===== config.mk =====
export PLATFORM = sky130hd
export DESIGN_NAME = evt_counter
export DESIGN_NICKNAME = d
export VERILOG_FILES = /design/src/rtl/evt_counter_pkg.sv /design/src/rtl/evt_sync.sv /design/src/rtl/evt_step_gen.sv /design/src/rtl/evt_ctrl.sv /design/src/rtl/evt_accum.sv /design/src/rtl/evt_counter.sv
export SDC_FILE = /design/constraint.sdc
export NUM_CORES = 1
export LEC_CHECK = 0
export BUFFER_PORTS_ARGS = -buffer_cell sky130_fd_sc_hd__buf_2
export CORE_ASPECT_RATIO = 0.6
export CORE_MARGIN = 1.5
export CORE_UTILIZATION = 56
export CTS_CLUSTER_SIZE = 25
export DETAILED_ROUTE_END_ITERATION = 7
export PLACE_DENSITY = 0.88
export SLEW_MARGIN = 20
export SYNTH_ARGS = -nofsm -noshare
export SYNTH_HDL_FRONTEND = slang
export SYNTH_SLANG_ARGS = --single-unit

===== constraint.sdc =====
create_clock -name clk_i -period 4.6 [get_ports clk_i]
set_clock_uncertainty 0.05 [all_clocks]
set_input_delay 0.92 -clock clk_i [delete_from_list [all_inputs] [get_ports clk_i]]
set_output_delay 0.92 -clock clk_i [all_outputs]
set_load 0.05 [all_outputs]

===== src/rtl/evt_counter_pkg.sv =====
package evt_counter_pkg;

  typedef enum logic [1:0] {
    SRC_CLKDIR = 2'b00,
    SRC_QUAD   = 2'b01,
    SRC_TICK   = 2'b10,
    SRC_NONE   = 2'b11
  } evt_src_e;

  typedef struct packed {
    logic valid;
    logic up;
  } evt_step_t;

  // index of each pin inside the synchroniser vector
  localparam int unsigned PIN_A     = 0;
  localparam int unsigned PIN_B     = 1;
  localparam int unsigned PIN_LOAD  = 2;
  localparam int unsigned PIN_EN    = 3;
  localparam int unsigned PIN_CLR   = 4;
  localparam int unsigned PIN_LATCH = 5;
  localparam int unsigned PIN_COUNT = 6;

endpackage


===== src/rtl/evt_sync.sv =====
module evt_sync #(
  parameter int unsigned WIDTH  = 6,
  parameter int unsigned STAGES = 2
) (
  input  logic             clk_i,
  input  logic             rst_ni,
  input  logic [WIDTH-1:0] async_i,
  output logic [WIDTH-1:0] sync_o
);

  logic [WIDTH-1:0] stage_q [STAGES];

  generate
    for (genvar s = 0; s < STAGES; s++) begin : g_stage
      logic [WIDTH-1:0] stage_d;
      if (s == 0) begin : g_first
        always_comb stage_d = async_i;
      end else begin : g_rest
        always_comb stage_d = stage_q[s-1];
      end
      always_ff @(posedge clk_i or negedge rst_ni) begin
        if (!rst_ni) stage_q[s] <= '0;
        else         stage_q[s] <= stage_d;
      end
    end
  endgenerate

  assign sync_o = stage_q[STAGES-1];

endmodule


===== src/rtl/evt_step_gen.sv =====
module evt_step_gen
  import evt_counter_pkg::*;
#(
  parameter int unsigned TICK_DIV = 5
) (
  input  logic      clk_i,
  input  logic      rst_ni,
  input  evt_src_e  src_i,
  input  logic      a_i,
  input  logic      b_i,
  output evt_step_t step_o
);

  localparam int unsigned DIV_W = (TICK_DIV > 2) ? $clog2(TICK_DIV) : 1;
  localparam logic [DIV_W-1:0] DIV_LAST = DIV_W'(TICK_DIV - 1);

  logic             a_q, b_q;
  logic [DIV_W-1:0] div_q, div_d;
  logic             tick;
  evt_step_t        cd_step, quad_step;

  // free-running internal tick divider
  always_comb begin
    tick  = (div_q == DIV_LAST);
    div_d = tick ? '0 : div_q + 1'b1;
  end

  always_ff @(posedge clk_i or negedge rst_ni) begin
    if (!rst_ni) begin
      a_q   <= 1'b0;
      b_q   <= 1'b0;
      div_q <= '0;
    end else begin
      a_q   <= a_i;
      b_q   <= b_i;
      div_q <= div_d;
    end
  end

  // clock/direction: one step per rising edge of A, B gives the sense
  always_comb begin
    cd_step.valid = a_i & ~a_q;
    cd_step.up    = b_i;
  end

  // quadrature x4: forward order 00 -> 10 -> 11 -> 01 -> 00 on {A,B}
  always_comb begin
    quad_step = '0;
    unique case ({a_q, b_q, a_i, b_i})
      4'b0010, 4'b1011, 4'b1101, 4'b0100: begin
        quad_step.valid = 1'b1;
        quad_step.up    = 1'b1;
      end
      4'b1000, 4'b1110, 4'b0111, 4'b0001: begin
        quad_step.valid = 1'b1;
        quad_step.up    = 1'b0;
      end
      default: quad_step = '0;
    endcase
  end

  always_comb begin
    unique case (src_i)
      SRC_CLKDIR: step_o = cd_step;
      SRC_QUAD:   step_o = quad_step;
      SRC_TICK:   step_o = '{valid: tick, up: 1'b1};
      default:    step_o = '0;
    endcase
  end

endmodule


===== src/rtl/evt_ctrl.sv =====
module evt_ctrl (
  input  logic clk_i,
  input  logic rst_ni,
  input  logic sticky_i,
  input  logic en_i,
  input  logic clr_i,
  input  logic latch_i,
  output logic run_o,
  output logic latch_rise_o
);

  logic en_q, lat_q, flag_q, flag_d, en_rise;

  always_comb begin
    en_rise      = en_i & ~en_q;
    latch_rise_o = latch_i & ~lat_q;
    if (clr_i)        flag_d = 1'b0;
    else if (en_rise) flag_d = 1'b1;
    else              flag_d = flag_q;
    run_o = sticky_i ? flag_q : en_i;
  end

  always_ff @(posedge clk_i or negedge rst_ni) begin
    if (!rst_ni) begin
      en_q   <= 1'b0;
      lat_q  <= 1'b0;
      flag_q <= 1'b0;
    end else begin
      en_q   <= en_i;
      lat_q  <= latch_i;
      flag_q <= flag_d;
    end
  end

endmodule


===== src/rtl/evt_accum.sv =====
module evt_accum
  import evt_counter_pkg::*;
#(
  parameter int unsigned CNT_W = 32
) (
  input  logic             clk_i,
  input  logic             rst_ni,
  input  evt_step_t        step_i,
  input  logic             run_i,
  input  logic             ld_i,
  input  logic             clr_i,
  input  logic [CNT_W-1:0] load_value_i,
  output logic [CNT_W-1:0] count_o
);

  logic [CNT_W-1:0] cnt_q, cnt_d;
  logic             cnt_en;

  // priority: clear, then load, then counting
  always_comb begin
    cnt_en = clr_i | ld_i | (run_i & step_i.valid);
    if (clr_i)            cnt_d = '0;
    else if (ld_i)        cnt_d = load_value_i;
    else if (step_i.up)   cnt_d = cnt_q + 1'b1;
    else                  cnt_d = cnt_q - 1'b1;
  end

  always_ff @(posedge clk_i or negedge rst_ni) begin
    if (!rst_ni)     cnt_q <= '0;
    else if (cnt_en) cnt_q <= cnt_d;
  end

  assign count_o = cnt_q;

endmodule


===== src/rtl/evt_counter.sv =====
module evt_counter
  import evt_counter_pkg::*;
#(
  parameter int unsigned CNT_W    = 32,
  parameter int unsigned TICK_DIV = 5
) (
  input  logic             clk_i,
  input  logic             rst_ni,
  input  logic [1:0]       src_sel_i,
  input  logic             sticky_mode_i,
  input  logic             cnt_clk_i,
  input  logic             cnt_dir_i,
  input  logic             load_i,
  input  logic             enable_i,
  input  logic             clear_i,
  input  logic             latch_i,
  input  logic [CNT_W-1:0] load_value_i,
  output logic [CNT_W-1:0] count_o,
  output logic [CNT_W-1:0] latch_o
);

  logic [PIN_COUNT-1:0] pins_raw, pins_s;
  logic                 a_s, b_s, ld_s, en_s, clr_s, lat_s;
  logic                 run, latch_rise;
  evt_step_t            step;
  logic [CNT_W-1:0]     snap_q, snap_d;

  always_comb begin
    pins_raw            = '0;
    pins_raw[PIN_A]     = cnt_clk_i;
    pins_raw[PIN_B]     = cnt_dir_i;
    pins_raw[PIN_LOAD]  = load_i;
    pins_raw[PIN_EN]    = enable_i;
    pins_raw[PIN_CLR]   = clear_i;
    pins_raw[PIN_LATCH] = latch_i;
  end

  evt_sync #(.WIDTH(PIN_COUNT), .STAGES(2)) sync_i (
    .clk_i  (clk_i),
    .rst_ni (rst_ni),
    .async_i(pins_raw),
    .sync_o (pins_s)
  );

  assign a_s   = pins_s[PIN_A];
  assign b_s   = pins_s[PIN_B];
  assign ld_s  = pins_s[PIN_LOAD];
  assign en_s  = pins_s[PIN_EN];
  assign clr_s = pins_s[PIN_CLR];
  assign lat_s = pins_s[PIN_LATCH];

  evt_step_gen #(.TICK_DIV(TICK_DIV)) step_i (
    .clk_i (clk_i),
    .rst_ni(rst_ni),
    .src_i (evt_src_e'(src_sel_i)),
    .a_i   (a_s),
    .b_i   (b_s),
    .step_o(step)
  );

  evt_ctrl ctrl_i (
    .clk_i       (clk_i),
    .rst_ni      (rst_ni),
    .sticky_i    (sticky_mode_i),
    .en_i        (en_s),
    .clr_i       (clr_s),
    .latch_i     (lat_s),
    .run_o       (run),
    .latch_rise_o(latch_rise)
  );

  evt_accum #(.CNT_W(CNT_W)) accum_i (
    .clk_i       (clk_i),
    .rst_ni      (rst_ni),
    .step_i      (step),
    .run_i       (run),
    .ld_i        (ld_s),
    .clr_i       (clr_s),
    .load_value_i(load_value_i),
    .count_o     (count_o)
  );

  // snapshot register: captures on the latch rising edge only
  always_comb snap_d = count_o;

  always_ff @(posedge clk_i or negedge rst_ni) begin
    if (!rst_ni)         snap_q <= '0;
    else if (latch_rise) snap_q <= snap_d;
  end

  assign latch_o = snap_q;

endmodule


==> results of run 1 <==
-- layout make-up --
class	instances	area (sq um)
timing repair inverter	1	7.507
sequential	84	2102
clock buffer	10	229.0
multi-input combinational	419	2930
tap	116	145.1
fill	717	2927
inverter	24	93.84
clock inverter	6	41.29
timing repair buffer	116	611.8
-- critical path: stages, from the launching register on --
cell        delay [ns]
dfrtp_1           0.42
inv_1             0.12
ha_1              0.16
mux4_2            0.23
nand2b_1          0.07
a21oi_2           0.39
clkinvlp_4        0.25
buf_4             0.18
ha_1              0.35
and2b_1           0.21
o21ai_0           0.22
a21oi_1           0.18
o21ai_0           0.28
a21oi_1           0.21
a211oi_1          0.44
xor2_1            0.12
a211oi_1          0.24
-- metal layers --
layer | vias to the layer above | routed length [um]
met1 | 2272 | 6706
met4 | 0 | 168
met3 | 24 | 1120
met5 | - | 0
met2 | 221 | 6199
li1 | 2240 | -
-- Yosys cell counts (all sizes together), types with 12 or more instances --
cell type,instances
dfrtp,84
ha,36
a211oi,23
nor3,15
a21oi,58
xor2,13
and3,13
nor2,38
clkbuf,23
mux2,29
o21ai,33
inv,24
nand2,41
xnor2,12
-- power by group through the flow --
stage                     Combinational, mW  Sequential, mW  Clock, mW
after floorplan                       0.390            1.07          0
after global placement                0.786           0.866          0
after detailed placement              0.806           0.872          0
after CTS                             0.812           0.859      0.669
after global routing                  0.888           0.868      0.698
final                                 0.828           0.859      0.664
-- sequential cells by signal (all words and copies together), names as in the netlist --
register	cells
accum_i.count_o	32
ctrl_i.en_q	1
ctrl_i.flag_q	1
ctrl_i.lat_q	1
latch_o	32
step_i.a_q	1
step_i.b_q	1
step_i.div_q	3
sync_i.g_stage.stage_d	6
sync_i.sync_o	6
-- kinds of logic (layout without fill, tap and decap cells) --
| group | count (synthesis) | after routing | synth area share |
|---|---|---|---|
| mux | 35 | 35 | 0.07659 |
| flops | 84 | 84 | 0.4034 |
| simple gates | 147 | 147 | 0.1369 |
| xor+xnor | 25 | 25 | 0.04202 |
| compound gates | 175 | 175 | 0.2144 |
| fa+ha+maj | 37 | 37 | 0.09028 |
| buf+inv | 50 | 157 | 0.03649 |
-- how the worst max path moves through the flow --
stage,startpoint,end,slack [ns]
6_report,sync_i.sync_o[0],accum_i.count_o[28],0.37
3_5_place_dp,src_sel_i[1],accum_i.count_o[29],0.23
5_1_grt,sync_i.sync_o[0],accum_i.count_o[26],0.12
4_1_cts,sync_i.sync_o[1],accum_i.count_o[27],0.28
2_1_floorplan,src_sel_i[1],accum_i.count_o[29],0.54
3_3_place_gp,src_sel_i[1],accum_i.count_o[29],0.38
-- timing repair --
| item | 4_1_cts | 5_1_grt |
|---|---|---|
| hold buffers | 0 | 0 |
| buffers inserted | 0 | 2 |
| resized for setup | 0 | 3 |
| setup endpoints to repair | 0 | 5 |
==> flow_metrics.tcl, run 1 <==
set metrics [dict create \
    synth_cell_types 53 \
    tightestPinTransition_ns 0.9492 \
    reg2reg_from "sync_i.sync_o[0]" \
    place_ws_ns 0.2251 \
    crit_type "reg2reg" \
    antenna_found_initial 0 \
    hold_violations 0 \
    hold_depth 0 \
    peakVddDrop_mv 0.3006 \
    ff2ff_path_depth 16 \
    routed_wl_mm 14.20 \
    setup_violations 0 \
    internal_power_mw 1.435 \
    pin_count 107 \
    slew_viol_final 0 \
    tritoncts "built" \
    switching_share 0.3896 \
    status "complete, no violations" \
    dpl-instance-area_sq_um 5852 \
    clockBufferDepth 2 \
    grt.busiest_layer "met2" \
    core.rowCount 27 \
    ant_nets 0 \
    power_density_nw_per_um2 381.6 \
    drc 0 \
    grt_pass1_wl_mm 22.96 \
    drt-vias-per-instance 6.130 \
    core_area_sq_um 9087 \
    vias 4757 \
    initial_core_util 0.5735 \
    synth.cell_area_sq_um 5211 \
    cts.clk_slew.worst_paths_ns 0.06 \
    drtPass1Iterations 6 \
    critical_path_required_ns 4.80 \
    grt_pass1_vias 4573 \
    avgSynthCellArea_sq_um 9.424 \
    gr-total-overflow 0 \
    path_max_fanout 4 \
    cts_max_level 3 \
    cap_viol_max_count 0 \
    hp-start "sync_i.g_stage[1].stage_d[2]" \
    clockRootBuffer "clkbuf_16" \
    fmax_ghz 0.2364 \
    die_area_sq_um 9912 \
    post-route-util 0.6780 \
    syn_nets 633 \
    worst_slack_ns 0.3700 \
    worstPathArrival_ns 4.43 \
    clockPowerShare 0.282 \
    synth_cells 553 \
    die_y_um 77.72 \
    hold_ws_ns 0.3028 \
    final_area_sq_um 6161 \
    synth_seq_cells 84 \
    areaGrowthSynthToFinish_pct 18.22 \
    layout_common_cells "buf_2, dfrtp_1, a21oi_1" \
    antenna_cells 0 \
    p_comb_frac 0.352 \
    first_iter_violations 403 \
    synth-edff-count 0 \
    gr-usage-met2 0.4443 \
    grtUsageTotal 0.2948 \
    slew-limit-headroom 0.3665 \
    hold_class "reg2reg" \
    tns_ns 0 \
    gr-usage-met3 0.07310 \
    r2r_slack_ns 0.37 \
    numCtsBuffers 9 \
    critPathCaptureType "register" \
    ys.flop_type "dfrtp_1" \
    synth_top_area_share 0.4034 \
    use_met1 0.4256 \
    final_common_cell "buf_2" \
    switching_power_mw 0.9159 \
    grt_max_degree 85 \
    dp_hpwl_mm 10.23 \
    yosysWarnings 0 \
    synth_area_leaders "dfrtp_1, ha_1, mux2_2" \
    synth-async-reset-ratio 1.000 \
    p_leak_nw 3.072 \
    finalNonFillerCells 776 \
    fin_nets 735 \
    synth_seq_area_share 0.4034 \
    yosysTopAreaCell "dfrtp_1" \
    reg2reg_to "accum_i.count_o[28]" \
    finalCriticalPeriod_ns 4.230 \
    port_buffers 106 \
    drive_gt1_frac 0.2621 \
    die_w_um 127.5 \
    cts_sinks 84 \
    power_mw 2.351 \
    clk_latency_ns 0.35 \
    rsz0062_at_grt "no" \
    wl_per_cell_um 18.29 \
    dp.cells 757 \
    worstSetupStartpointType "register" \
    gp_congestion 0.9840 \
    p_seq_frac 0.365 \
    fin_crit_sh 0.9196 \
    min_to "sync_i.sync_o[2]" \
]
Power figures use the tool's default switching activity.
==> run 2, diff against run 1 <==
CTS_CLUSTER_SIZE = not set   (was 25)
SETUP_SLACK_MARGIN = 0.5   (was not set)
==> flow_metrics.tcl, run 2 (synthesis results as in run 1) <==
set metrics [dict create \
    status "complete, no violations" \
    core.rowCount 27 \
    grt_pass1_wl_mm 23.20 \
    first_iter_violations 484 \
    hold_class "reg2reg" \
    port_buffers 106 \
    antenna_found_initial 0 \
    core_area_sq_um 9087 \
    cp_slowest_cell "dfrtp_1" \
    tns_ns 0 \
    crit_top_cell "nand2b_1" \
    fmax_ghz 0.2515 \
    slew_viol_final 0 \
    ant_nets 0 \
    layout_common_cells "buf_2, dfrtp_1, a21oi_1" \
    rsz0062_at_grt "no" \
    die_y_um 77.72 \
    p_leak_nw 3.106 \
    hold_depth 0 \
    critical_path_required_ns 4.78 \
    critPathMaxStageDelay_ns 0.43 \
    pin_count 107 \
    antenna_cells 0 \
    gr-total-overflow 0 \
    wl_per_cell_um 18.94 \
    min_to "sync_i.sync_o[5]" \
    path_max_fanout 5 \
    cts.clk_slew.worst_paths_ns 0.06 \
    reg2reg_to "accum_i.count_o[27]" \
    initial_core_util 0.5735 \
    p_seq_frac 0.358 \
    ctsHoldBuffers 0 \
    grt_max_degree 85 \
    worstPathArrival_ns 4.16 \
    ff2ff_path_depth 15 \
    place_ws_ns 0.2251 \
    fin_nets 743 \
    cts_sinks 84 \
    worst_slack_ns 0.6244 \
    gp_congestion 0.9840 \
    peakVddDrop_mv 0.3062 \
    numCtsBuffers 9 \
    power_density_nw_per_um2 375.9 \
    tightestPinTransition_ns 0.9402 \
    switching_share 0.3922 \
    register_area_sq_um 2103 \
    clockBufferDepth 2 \
    slew-limit-headroom 0.3725 \
    die_area_sq_um 9912 \
    drtPass1Iterations 5 \
    dp_hpwl_mm 10.23 \
    crit_type "reg2reg" \
    areaGrowthSynthToFinish_pct 22.98 \
    r2r_slack_ns 0.62 \
    critPathCaptureType "register" \
    drt-vias-per-instance 6.210 \
    finalCriticalPeriod_ns 3.976 \
    routed_wl_mm 14.85 \
    worstSetupStartpointType "register" \
    clockPowerShare 0.275 \
    grt_pass1_vias 4624 \
    dpl-instance-area_sq_um 5852 \
    grtUsageTotal 0.2980 \
    hp-start "sync_i.g_stage[1].stage_d[5]" \
    clk_latency_ns 0.34 \
    multi_input_area_sq_um 3113 \
    vias 4869 \
    cap_viol_max_count 0 \
    power_mw 2.409 \
    hold_violations 0 \
    path_cells "inv_2 > ha_1 > mux4_2 > nand2b_1 > a21oi_4 > clkinvlp_4 > ha_4 > buf_4 > a221oi_4 > a211oi_1 > nand2b_1 > o211ai_1 > a21oi_2 > or3_1 > a31o_2" \
    setup_violations 0 \
    tritoncts "built" \
    cts_max_level 3 \
    drc 0 \
    final_common_cell "buf_2" \
    clockRootBuffer "clkbuf_16" \
    fillerInstances 673 \
    drive_gt1_frac 0.3114 \
    die_w_um 127.5 \
    switching_power_mw 0.9448 \
    fin_crit_sh 0.8643 \
    reg2reg_from "sync_i.sync_o[0]" \
    p_comb_frac 0.366 \
    internal_power_mw 1.464 \
    final_area_sq_um 6409 \
]
run 2: cell types whose count changed in the layout (fill, tap and decap cells not counted), moves of 4 or more:
cell	change
ha_1	-10
buf_4	+7
ha_4	+7
a21oi_1	-4
run 2: final cells by class:
cell class              count  area share
multi-input cells         419      0.4857
flip-flops and latches     84      0.3282
repair buffers            124      0.1054
clock buffers              10     0.03573
well taps                 116     0.02265
inverters                  24     0.01464
clock inverters             6    0.006443
repair inverters            1    0.001171
run 2: worst max path at each step:
stage                startpoint                  end  slack (ns)  cells past startpoint
6_report       sync_i.sync_o[0]  accum_i.count_o[27]        0.62                     15
5_1_grt        sync_i.sync_o[0]  accum_i.count_o[27]        0.46                     15
4_1_cts        sync_i.sync_o[0]  accum_i.count_o[29]        0.61                     15
3_5_place_dp       src_sel_i[1]  accum_i.count_o[29]        0.23                     13
3_3_place_gp       src_sel_i[1]  accum_i.count_o[29]        0.38                     13
2_1_floorplan      src_sel_i[1]  accum_i.count_o[29]        0.54                     12
run 2: worst max-delay path, delay by kind of cell, from the launching register on:
kind	cells	cell delay (ns)
AO/OA/AOI/OAI	6	1.46
multiplexers	1	0.23
adder cells (fa/ha/maj)	2	0.46
AND/OR/NAND/NOR	3	0.67
buffers and inverters	3	0.55
flip-flops	1	0.43
run 2: what timing repair did:
item,in CTS,in global routing
endpoints found under the setup margin,19,15
resized for setup,4,40
pin swaps,0,13
gates cloned,1,0
setup buffers,2,8
run 2: power by group through the flow:
stage          clock (mW)  sequential, mW  combinational (mW)
2_1_floorplan           0            1.07               0.390
3_3_place_gp            0           0.866               0.786
3_5_place_dp            0           0.872               0.806
4_1_cts             0.669           0.859               0.819
5_1_grt             0.700           0.871               0.941
6_report            0.664           0.863               0.883
run 2: metrics by stage:
step | cells | hold slack, ns | utilization
after floorplan | 553 | 0.2812 | -
after global placement | 757 | 0.2817 | 0.6439
after detailed placement | 757 | 0.2910 | 0.6439
after CTS | 776 | 0.3052 | 0.6778
after global routing | 784 | 0.3142 | 0.7052
final | 784 | 0.3017 | 0.7052
run 2: routing by layer:
layer / up-vias / wire length, um / track usage
met5: - / 0 / 0
met2: 246 / 6574 / 0.4519
met1: 2333 / 6840 / 0.4229
li1: 2262 / - / -
met4: 0 / 264 / 0.07614
met3: 28 / 1165 / 0.08138
